### src/rtl/mbist_pkg.sv
package mbist_pkg;

  typedef enum logic [1:0] {ST_WAIT, ST_RUN, ST_DONE} run_state_e;

  typedef enum logic [1:0] {PH_BURST, PH_RAND, PH_ALT} phase_e;

  // Feedback mask for a left-shifting maximal-length register, bit k = stage k
  function automatic logic [31:0] lfsr_taps(input int width);
    case (width)
      3:       lfsr_taps = 32'h0000_0006;
      4:       lfsr_taps = 32'h0000_000C;
      5:       lfsr_taps = 32'h0000_0014;
      6:       lfsr_taps = 32'h0000_0030;
      7:       lfsr_taps = 32'h0000_0060;
      8:       lfsr_taps = 32'h0000_00B8;
      9:       lfsr_taps = 32'h0000_0110;
      10:      lfsr_taps = 32'h0000_0240;
      11:      lfsr_taps = 32'h0000_0500;
      12:      lfsr_taps = 32'h0000_0829;
      13:      lfsr_taps = 32'h0000_100D;
      14:      lfsr_taps = 32'h0000_2015;
      15:      lfsr_taps = 32'h0000_6000;
      16:      lfsr_taps = 32'h0000_D008;
      default: lfsr_taps = 32'h0000_0006;
    endcase
  endfunction

  function automatic logic [3:0] key_nibble(input phase_e ph);
    case (ph)
      PH_BURST: key_nibble = 4'h5;
      PH_RAND:  key_nibble = 4'hA;
      default:  key_nibble = 4'h3;
    endcase
  endfunction

endpackage

### src/rtl/mbist_addr_gen.sv
module mbist_addr_gen #(
  parameter int AW = 8
) (
  input  logic          clk,
  input  logic          rst_n,
  input  logic          restart_i,
  input  logic          step_i,
  input  logic          rand_i,
  output logic [AW-1:0] addr_o,
  output logic          last_o
);

  localparam logic [31:0]   TAP_ALL = mbist_pkg::lfsr_taps(AW);
  localparam logic [AW-1:0] TAPS    = TAP_ALL[AW-1:0];
  localparam logic [AW-1:0] SEED    = AW'(1);

  logic [AW-1:0] cnt_q, cnt_d;
  logic [AW-1:0] lfsr_q, lfsr_d, lfsr_nxt;
  logic          upd_en;

  always_comb lfsr_nxt = {lfsr_q[AW-2:0], ^(lfsr_q & TAPS)};

  // Step 0 of a pass is address 0; steps 1..N-1 walk the nonzero LFSR states
  always_comb begin
    upd_en = restart_i | step_i;
    cnt_d  = cnt_q;
    lfsr_d = lfsr_q;
    if (restart_i) begin
      cnt_d  = '0;
      lfsr_d = SEED;
    end else if (step_i) begin
      cnt_d = cnt_q + AW'(1);
      if (cnt_q != '0) lfsr_d = lfsr_nxt;
    end
  end

  always_ff @(posedge clk or negedge rst_n) begin
    if (!rst_n) begin
      cnt_q  <= '0;
      lfsr_q <= SEED;
    end else if (upd_en) begin
      cnt_q  <= cnt_d;
      lfsr_q <= lfsr_d;
    end
  end

  assign addr_o = (rand_i && cnt_q != '0) ? lfsr_q : cnt_q;
  assign last_o = &cnt_q;

  AST_LFSR_NONZERO: assert property (@(posedge clk) disable iff (!rst_n)
    lfsr_q != '0);

endmodule

### src/rtl/mbist_pattern.sv
module mbist_pattern #(
  parameter int AW = 8,
  parameter int DW = 16
) (
  input  mbist_pkg::phase_e phase_i,
  input  logic [AW-1:0]     addr_i,
  output logic [DW-1:0]     data_o
);

  localparam int NIBS = DW / 4;

  logic [3:0]    nib;
  logic [DW-1:0] key;

  always_comb begin
    nib = mbist_pkg::key_nibble(phase_i);
    key = '0;
    for (int i = 0; i < NIBS; i++) key[4*i +: 4] = nib;
    data_o = DW'(addr_i) ^ key;
  end

endmodule

### src/rtl/mbist_engine.sv
module mbist_engine #(
  parameter int AW   = 8,
  parameter int DW   = 16,
  parameter int LEDS = 4
) (
  input  logic            clk,
  input  logic            rst_n,
  input  logic            cal_done_i,
  output logic            bus_stb_o,
  output logic            bus_we_o,
  output logic [AW-1:0]   bus_adr_o,
  output logic [DW-1:0]   bus_dat_o,
  input  logic [DW-1:0]   bus_dat_i,
  input  logic            bus_ack_i,
  output logic            done_o,
  output logic            fail_o,
  output logic [AW-1:0]   fail_addr_o,
  output logic [LEDS-1:0] led_o
);

  import mbist_pkg::*;

  // Reset: asserted asynchronously, released on a clock edge
  logic [1:0] rst_pipe;
  logic       rst_int_n;

  always_ff @(posedge clk or negedge rst_n) begin
    if (!rst_n) rst_pipe <= 2'b00;
    else        rst_pipe <= {rst_pipe[0], 1'b1};
  end
  assign rst_int_n = rst_pipe[1];

  run_state_e    state_q, state_d;
  phase_e        phase_q, phase_d;
  logic          rd_q, rd_d;
  logic          fail_q, fail_d;
  logic [AW-1:0] fail_addr_q, fail_addr_d;
  logic          fail_en;

  logic          ag_restart, ag_step, ag_last;
  logic [AW-1:0] cur_addr;
  logic [DW-1:0] exp_data;

  mbist_addr_gen #(.AW(AW)) u_addr (
    .clk       (clk),
    .rst_n     (rst_int_n),
    .restart_i (ag_restart),
    .step_i    (ag_step),
    .rand_i    (phase_q == PH_RAND),
    .addr_o    (cur_addr),
    .last_o    (ag_last)
  );

  mbist_pattern #(.AW(AW), .DW(DW)) u_pat (
    .phase_i (phase_q),
    .addr_i  (cur_addr),
    .data_o  (exp_data)
  );

  always_comb begin
    state_d     = state_q;
    phase_d     = phase_q;
    rd_d        = rd_q;
    fail_d      = fail_q;
    fail_addr_d = fail_addr_q;
    fail_en     = 1'b0;
    ag_restart  = 1'b0;
    ag_step     = 1'b0;
    case (state_q)
      ST_WAIT: begin
        if (cal_done_i) begin
          state_d    = ST_RUN;
          phase_d    = PH_BURST;
          rd_d       = 1'b0;
          ag_restart = 1'b1;
        end
      end
      ST_RUN: begin
        if (bus_ack_i) begin
          if (rd_q && (bus_dat_i != exp_data) && !fail_q) begin
            fail_en     = 1'b1;
            fail_d      = 1'b1;
            fail_addr_d = cur_addr;
          end
          if (phase_q == PH_ALT) begin
            if (!rd_q) begin
              rd_d = 1'b1;
            end else begin
              rd_d = 1'b0;
              if (ag_last) state_d = ST_DONE;
              else         ag_step = 1'b1;
            end
          end else if (!ag_last) begin
            ag_step = 1'b1;
          end else if (!rd_q) begin
            rd_d       = 1'b1;
            ag_restart = 1'b1;
          end else begin
            rd_d       = 1'b0;
            ag_restart = 1'b1;
            phase_d    = (phase_q == PH_BURST) ? PH_RAND : PH_ALT;
          end
        end
      end
      default: ;
    endcase
  end

  always_ff @(posedge clk or negedge rst_int_n) begin
    if (!rst_int_n) begin
      state_q <= ST_WAIT;
      phase_q <= PH_BURST;
      rd_q    <= 1'b0;
    end else begin
      state_q <= state_d;
      phase_q <= phase_d;
      rd_q    <= rd_d;
    end
  end

  always_ff @(posedge clk or negedge rst_int_n) begin
    if (!rst_int_n) begin
      fail_q      <= 1'b0;
      fail_addr_q <= '0;
    end else if (fail_en) begin
      fail_q      <= fail_d;
      fail_addr_q <= fail_addr_d;
    end
  end

  assign bus_stb_o   = (state_q == ST_RUN);
  assign bus_we_o    = ~rd_q;
  assign bus_adr_o   = cur_addr;
  assign bus_dat_o   = exp_data;
  assign done_o      = (state_q == ST_DONE);
  assign fail_o      = fail_q;
  assign fail_addr_o = fail_addr_q;
  assign led_o       = {LEDS{done_o & ~fail_q & cal_done_i}};

  AST_REQ_HOLD: assert property (@(posedge clk) disable iff (!rst_int_n)
    (bus_stb_o && !bus_ack_i) |=> (bus_stb_o && $stable(bus_adr_o) && $stable(bus_we_o) && $stable(bus_dat_o)));

  AST_DONE_STICKY: assert property (@(posedge clk) disable iff (!rst_int_n)
    done_o |=> (done_o && !bus_stb_o));

  AST_FAIL_FROZEN: assert property (@(posedge clk) disable iff (!rst_int_n)
    fail_o |=> (fail_o && $stable(fail_addr_o)));

  AST_ALT_READBACK: assert property (@(posedge clk) disable iff (!rst_int_n)
    (phase_q == PH_ALT && bus_stb_o && bus_ack_i && bus_we_o) |=> (bus_stb_o && !bus_we_o && $stable(bus_adr_o)));

endmodule

### config.mk
export PLATFORM = sky130hd
export DESIGN_NAME = mbist_engine
export DESIGN_NICKNAME = d
export VERILOG_FILES = /design/src/rtl/mbist_pkg.sv /design/src/rtl/mbist_addr_gen.sv /design/src/rtl/mbist_pattern.sv /design/src/rtl/mbist_engine.sv
export SDC_FILE = /design/constraint.sdc
export NUM_CORES = 1
export LEC_CHECK = 0
export CAP_MARGIN = 20
export CORE_MARGIN = 4
export CORE_UTILIZATION = 30
export CTS_BUF_LIST = sky130_fd_sc_hd__clkbuf_4
export CTS_CLUSTER_SIZE = 24
export DETAILED_ROUTE_END_ITERATION = 8
export GPL_TIMING_DRIVEN = 0
export SYNTH_ARGS = -nofsm -noshare
export SYNTH_HDL_FRONTEND = slang
export SYNTH_SLANG_ARGS = --single-unit
### constraint.sdc
create_clock -name clk -period 3.1 [get_ports clk]
set_clock_uncertainty 0.15 [all_clocks]
set_input_delay 0.62 -clock clk [delete_from_list [all_inputs] [get_ports clk]]
set_output_delay 0.62 -clock clk [all_outputs]
set_load 0.02 [all_outputs]
==> flow_summary.toml, run 1 <==
[floorplan]
dieWidth_um = 88.6
die_area_sq_um = 7840
dieHeight_um = 88.6
initial_core_util = 0.308
io_pins = 60
coreArea_sq_um = 6310
fp-row-count = 29

[detailed_routing]
ant_nets = 0
drc = 0
firstDrtPassIters = 4
drt_wl_total_um = 5310
wl_per_cell_um = 14.7
drtIter0Drc = 101
viasPerCell = 4.91
via_count = 1777

[power_and_ir_drop]
power_density_nw_per_um2 = 552
combPwrFrac = 0.463
clkPwrFrac = 0.153
power_frac_seq = 0.383
power.net_switching_mw = 0.661
switching_share = 0.414
ir_drop_mv = 0.277
leakage_nw = 1.26
intPower_mw = 0.936

[grt]
grt_overflow = 0
grt_pass1_vias = 1582
antenna_found_initial = 0
track_usage = 0.135
grt_max_degree = 17
grt_pass1_wl_um = 8250

[place]
portBuffers = 59
place.gp.congestion = 0.844
dp_slack_ns = -0.363
dpl.hpwl_um = 3930
dpl.cell_count = 343

[synthesis]
synth_edf_count = 0
syn_area_sq_um = 1950
seq_area_frac_synth = 0.412
syn-num-nets = 228
ys_async_sr_fraction = 1.00
ys_warn_count = 0
syn_avg_cell_area_sq_um = 9.45
syn_inst = 206
synth-main-ff-cell = "dfrtp_1"
synth_cell_types = 48
ys_seq_elements = 32

[clock_tree]
clockBufferDepth = 2
clock_latency_ns = 0.34
root_buffer = "clkbuf_4"
cts_tree = "done"
htreeDepth = 2
clock_sinks = 32
cts_buffers = 5
clkSlewWorstSetupHoldPaths_ns = 0.11

[setup_path]
crit_fanout = 5
critPathArrivalTime_ns = 3.19
cp-end-kind = "flop"
worstSetupStartpointType = "flop"
reg2reg_from = "u_addr.cnt_q[0]"
crit_start = "u_addr.cnt_q[0]"
cp.required_ns = 3.17
path_class = "reg -> reg"

[outcome]
violations = "negative setup slack"
status = "complete, but fails checks"

[cells_and_area]
area_growth_pct = 48.7
fin_util = 0.459
fill_cells = 620
drive_gt1_frac = 0.211
antenna_cells = 0
multi_input_area_sq_um = 1130
ff_latch_area_sq_um = 803
layout.cells.non_filler = 362
nets = 306

[run]
drv_cap = 0

[sta]
period_share = 1.01
finalHoldViolCount = 0
worst_slew_pin_slew_ns = 0.829
max_clock_freq_ghz = 0.321
finalSetupViolations = 5
whs_ns = 0.137
setup_slack_ns = -0.0160
fin_setup_tns_ns = -0.0434
slew_headroom = 0.442
rsz0062_at_grt = "true"
drv_slew = 0
fin_crit_ns = 3.12

[worst_hold_path]
hold_path.class = "reg -> async"
[kinds of logic after synthesis]
kind of cell,Yosys count,share of synthesized area
compound gates,42,0.157
xor+xnor,20,0.0970
fa+ha+maj,2,0.0129
buf+inv,22,0.0578
flops,32,0.412
mux,10,0.0566
other cells,1,0.00193
simple gates,77,0.205
[synth_stat cells (3+ instances only)]
cell type | n | area, sq um
dfrtp_1 | 31 | 776
nand2_1 | 22 | 82.6
nor2_1 | 20 | 75.1
a21oi_1 | 14 | 70.1
nand3_1 | 12 | 60.1
xnor2_1 | 11 | 96.3
mux2_2 | 8 | 90.1
xor2_1 | 8 | 70.1
buf_4 | 7 | 52.6
o21ai_0 | 6 | 30.0
clkbuf_1 | 5 | 18.8
inv_1 | 5 | 18.8
a22o_1 | 4 | 35.0
nand4_1 | 4 | 25.0
nor2b_1 | 3 | 18.8
nor4bb_1 | 3 | 30.0
[flip-flops by register name (all words and copies together) (netlist names)]
name           flops
u_addr.cnt_q       8
fail_o             1
fail_addr_o        8
u_addr.lfsr_q      8
rst_pipe           2
phase_q            2
rd_q               1
state_q            2
[power by group through the flow]
stage | Sequential (mW) | Clock, mW | Combinational [mW]
2_1_floorplan | 0.580 | 0 | 0.447
3_3_place_gp | 0.613 | 0 | 0.665
3_5_place_dp | 0.610 | 0 | 0.678
4_1_cts | 0.603 | 0.255 | 0.660
5_1_grt | 0.627 | 0.271 | 0.810
6_report | 0.612 | 0.245 | 0.740
[metrics by stage]
step | total power, mW | area [sq um]
final | 1.60 | 2900
after global routing | 1.71 | 2900
after CTS | 1.52 | 2760
after detailed placement | 1.29 | 2660
after global placement | 1.28 | 2630
after floorplan | 1.03 | 1950
[layout make-up]
cell class / instances / area share
Timing Repair Buffer: 73 / 0.241
Clock buffer: 6 / 0.0156
Sequential cell: 32 / 0.277
Tap cell: 77 / 0.0333
Clock inverter: 2 / 0.00389
Inverter: 7 / 0.0117
Multi-Input combinational cell: 152 / 0.389
Buffer: 13 / 0.0281
[worst max-delay path: stages (launching register included)]
cell	delay, ns
dfrtp_2	0.44
inv_2	0.09
ha_4	0.13
nor4b_4	0.24
buf_4	0.19
a21oi_4	0.07
a221o_1	0.35
xor2_1	0.17
o41a_1	0.41
a211oi_4	0.28
buf_6	0.18
mux2_4	0.30
[layer usage]
metal	GRT usage	routed length [um]	vias up
li1	-	-	885
met3	0.0317	405	7
met4	0.0440	58	0
met5	0	0	-
met1	0.198	2410	831
met2	0.195	2430	54
[worst paths after layout]
kind | endpoint | slack (ns) | cells past startpoint
max reg2reg | fail_addr_o[4] | -0.02 | 11
max | fail_addr_o[4] | -0.02 | 11
min | u_addr.cnt_q[2] | 0.14 | 0
max in group asynchronous | u_addr.lfsr_q[0] | 2.05 | 1
min in group clk | rst_pipe[1] | 0.21 | 0
min reg2reg | u_addr.cnt_q[2] | 0.14 | 0
[timing repair]
| action | 4_1_cts | 5_1_grt |
|---|---|---|
| pin swaps | 2 | 6 |
| setup buffers | 3 | 10 |
| hold endpoints to repair | 0 | 0 |
| endpoints found under the setup margin | 28 | 26 |
| resized for setup | 28 | 30 |
| hold buffers | 0 | 0 |
[layout by cell type, fill, tap and decap left out, types with 5 or more instances in the layout]
cell type,netlist,routed
dfrtp_1,31,30
xnor2_1,11,11
nand2_1,22,22
a21oi_1,14,14
xor2_1,8,8
mux2_4,0,8
buf_4,7,19
dlygate4sd2_1,0,10
nor2_1,20,20
clkdlybuf4s50_1,0,43
nand3_1,12,12
clkbuf_4,0,6
o21ai_0,6,5
Power figures use the tool's default switching activity.
==> inputs of run 2 (changes only) <==
--- a/config.mk
+++ b/config.mk
@@ -12,6 +12,7 @@
 export CTS_CLUSTER_SIZE = 24
 export DETAILED_ROUTE_END_ITERATION = 8
 export GPL_TIMING_DRIVEN = 0
+export REMOVE_ABC_BUFFERS = 1
 export SYNTH_ARGS = -nofsm -noshare
 export SYNTH_HDL_FRONTEND = slang
 export SYNTH_SLANG_ARGS = --single-unit
==> run 2 against run 1 <==
  * The run now ends clean
  * Combinational power is essentially flat
  * Largest cell class unchanged
  * Worst setup slack improved by 0.086 ns
  * Highest routed layer unchanged
  * Critical endpoint is now fail_addr_o[3]
  * Fmax is 2.8% higher
  * Largest power group unchanged
  * Register-to-register slack better by 0.09 ns
  * Clock-buffer cell count unchanged
  * Core utilization is 0.36 points lower
  * Final cell count decreased by 3.0%
  * First-iteration DRC count rose by 2.0%
  * Hold slack improved by 0.018 ns
  * Sequential power increased by 3%
  * Cell area shrank 0.78%
==> flow_summary.toml, run 2 (synthesized netlist as in run 1, its figures left out) <==
[outcome]
status = "complete, no violations"

[sta]
slew_headroom = 0.448
worst_slew_pin_slew_ns = 0.820
period_share = 0.977
setup_slack_ns = 0.0701
max_clock_freq_ghz = 0.330
finalHoldViolCount = 0
finalSetupViolations = 0
rsz0062_at_grt = "true"
fin_setup_tns_ns = 0
fin_crit_ns = 3.03
drv_slew = 0

[grt]
grt_overflow = 0
grt_max_degree = 18
antenna_found_initial = 0
track_usage = 0.135
grt_pass1_wl_um = 8120
grt_pass1_vias = 1657

[cells_and_area]
antenna_cells = 0
final_common_cell = "clkdlybuf4s50_1"
drive_gt1_frac = 0.190
final_cell_mix = "44 x clkdlybuf4s50_1, 29 x dfrtp_1, 21 x nand2_1"
fin_util = 0.455
nets = 295
area_growth_pct = 47.6
fill_cells = 612

[clock_tree]
cts_buffers = 5
clockBufferDepth = 2
clock_latency_ns = 0.35
htreeDepth = 2
root_buffer = "clkbuf_4"
clock_sinks = 32
cts_tree = "done"
clkSlewWorstSetupHoldPaths_ns = 0.10

[power_and_ir_drop]
power_density_nw_per_um2 = 591
p_total_mw = 1.70
leakage_nw = 1.24
ir_drop_mv = 0.301

[floorplan]
die_area_sq_um = 7840
dieHeight_um = 88.6
io_pins = 60
fp-row-count = 29
coreArea_sq_um = 6310
initial_core_util = 0.308
dieWidth_um = 88.6

[detailed_routing]
drt_wl_total_um = 5200
drtIter0Drc = 103
ant_nets = 0
drc = 0
firstDrtPassIters = 4
wl_per_cell_um = 14.8
viasPerCell = 5.06
via_count = 1777

[place]
place.gp.congestion = 0.786
dpl.hpwl_um = 3850
dp_slack_ns = -0.492
portBuffers = 59

[setup_path]
cp.required_ns = 3.18
critPathArrivalTime_ns = 3.11
path_class = "reg -> reg"
cp-end-kind = "flop"
crit_fanout = 6
worstSetupStartpointType = "flop"

[worst_hold_path]
hold_path.class = "reg -> async"

[run]
drv_cap = 0
[run 2: cell count changes in the layout (fill, tap and decap cells not counted), moves of 2 or more]
cell,previous run,this run
buf_4,19,10
clkinv_2,0,2
clkinvlp_4,3,0
dlygate4sd2_1,10,12
clkbuf_2,3,1
clkbuf_1,3,0
[run 2: worst paths after layout]
path,from,slack (ns),endpoint,depth (start not counted)
setup / recovery,u_addr.cnt_q[0],0.07,fail_addr_o[3],11
hold / removal,rst_pipe[1],0.16,state_q[0],0
setup reg to reg,u_addr.cnt_q[0],0.07,fail_addr_o[3],11
hold reg to reg,rst_pipe[1],0.16,state_q[0],0
max in group asynchronous,rst_pipe[1],2.09,u_addr.cnt_q[1],1
min in group clk,rst_pipe[0],0.21,rst_pipe[1],0
[run 2: report_power, final]
| group | leakage, nW | internal, mW | total (mW) | switching (mW) |
|---|---|---|---|---|
| Combinational | 0.775 | 0.356 | 0.739 | 0.383 |
| Clock | 0.0456 | 0.178 | 0.327 | 0.149 |
| Sequential | 0.422 | 0.502 | 0.632 | 0.130 |
[run 2: repair_timing]
action	4_1_cts	5_1_grt
cloned	1	0
pin swaps	2	6
buffers inserted	8	4
resized for setup	28	23
endpoints found under the setup margin	27	23
hold buffers	0	0
[run 2: through the flow]
step	hold WS, ns	cell area (sq um)	instances
floorplan	0.174	1860	191
global placement	0.185	2550	327
detailed placement	0.184	2580	330
CTS	0.191	2770	347
global route	0.236	2870	351
finish	0.155	2870	351
[run 2: final cells by class]
class | count | area (sq um) | area share
Clock buffer | 6 | 45.0 | 0.0157
Sequential cell | 32 | 805 | 0.280
Timing Repair Buffer | 74 | 699 | 0.243
Clock inverter | 2 | 35.0 | 0.0122
Multi-Input combinational cell | 153 | 1160 | 0.405
Tap cell | 77 | 96.3 | 0.0335
Inverter | 7 | 27.5 | 0.00958
[run 2: layer usage]
layer / part of all wire / vias to the layer above / track usage / wire [um]
met4: 0.016 / 0 / 0.0591 / 85
met3: 0.065 / 9 / 0.0363 / 338
met1: 0.43 / 858 / 0.169 / 2220
li1: - / 855 / - / -
met5: 0 / - / 0 / 0
met2: 0.49 / 55 / 0.220 / 2560
[run 2: critical path: stages, from the launching register on]
cell and delay [ns]:
dfrtp_2 0.46, inv_2 0.09, ha_4 0.12, nor4b_4 0.22, buf_4 0.18, a21oi_4 0.08, a221o_1 0.34, xor2_1 0.15
o41a_1 0.40, a211oi_4 0.26, buf_6 0.17, mux2_4 0.30
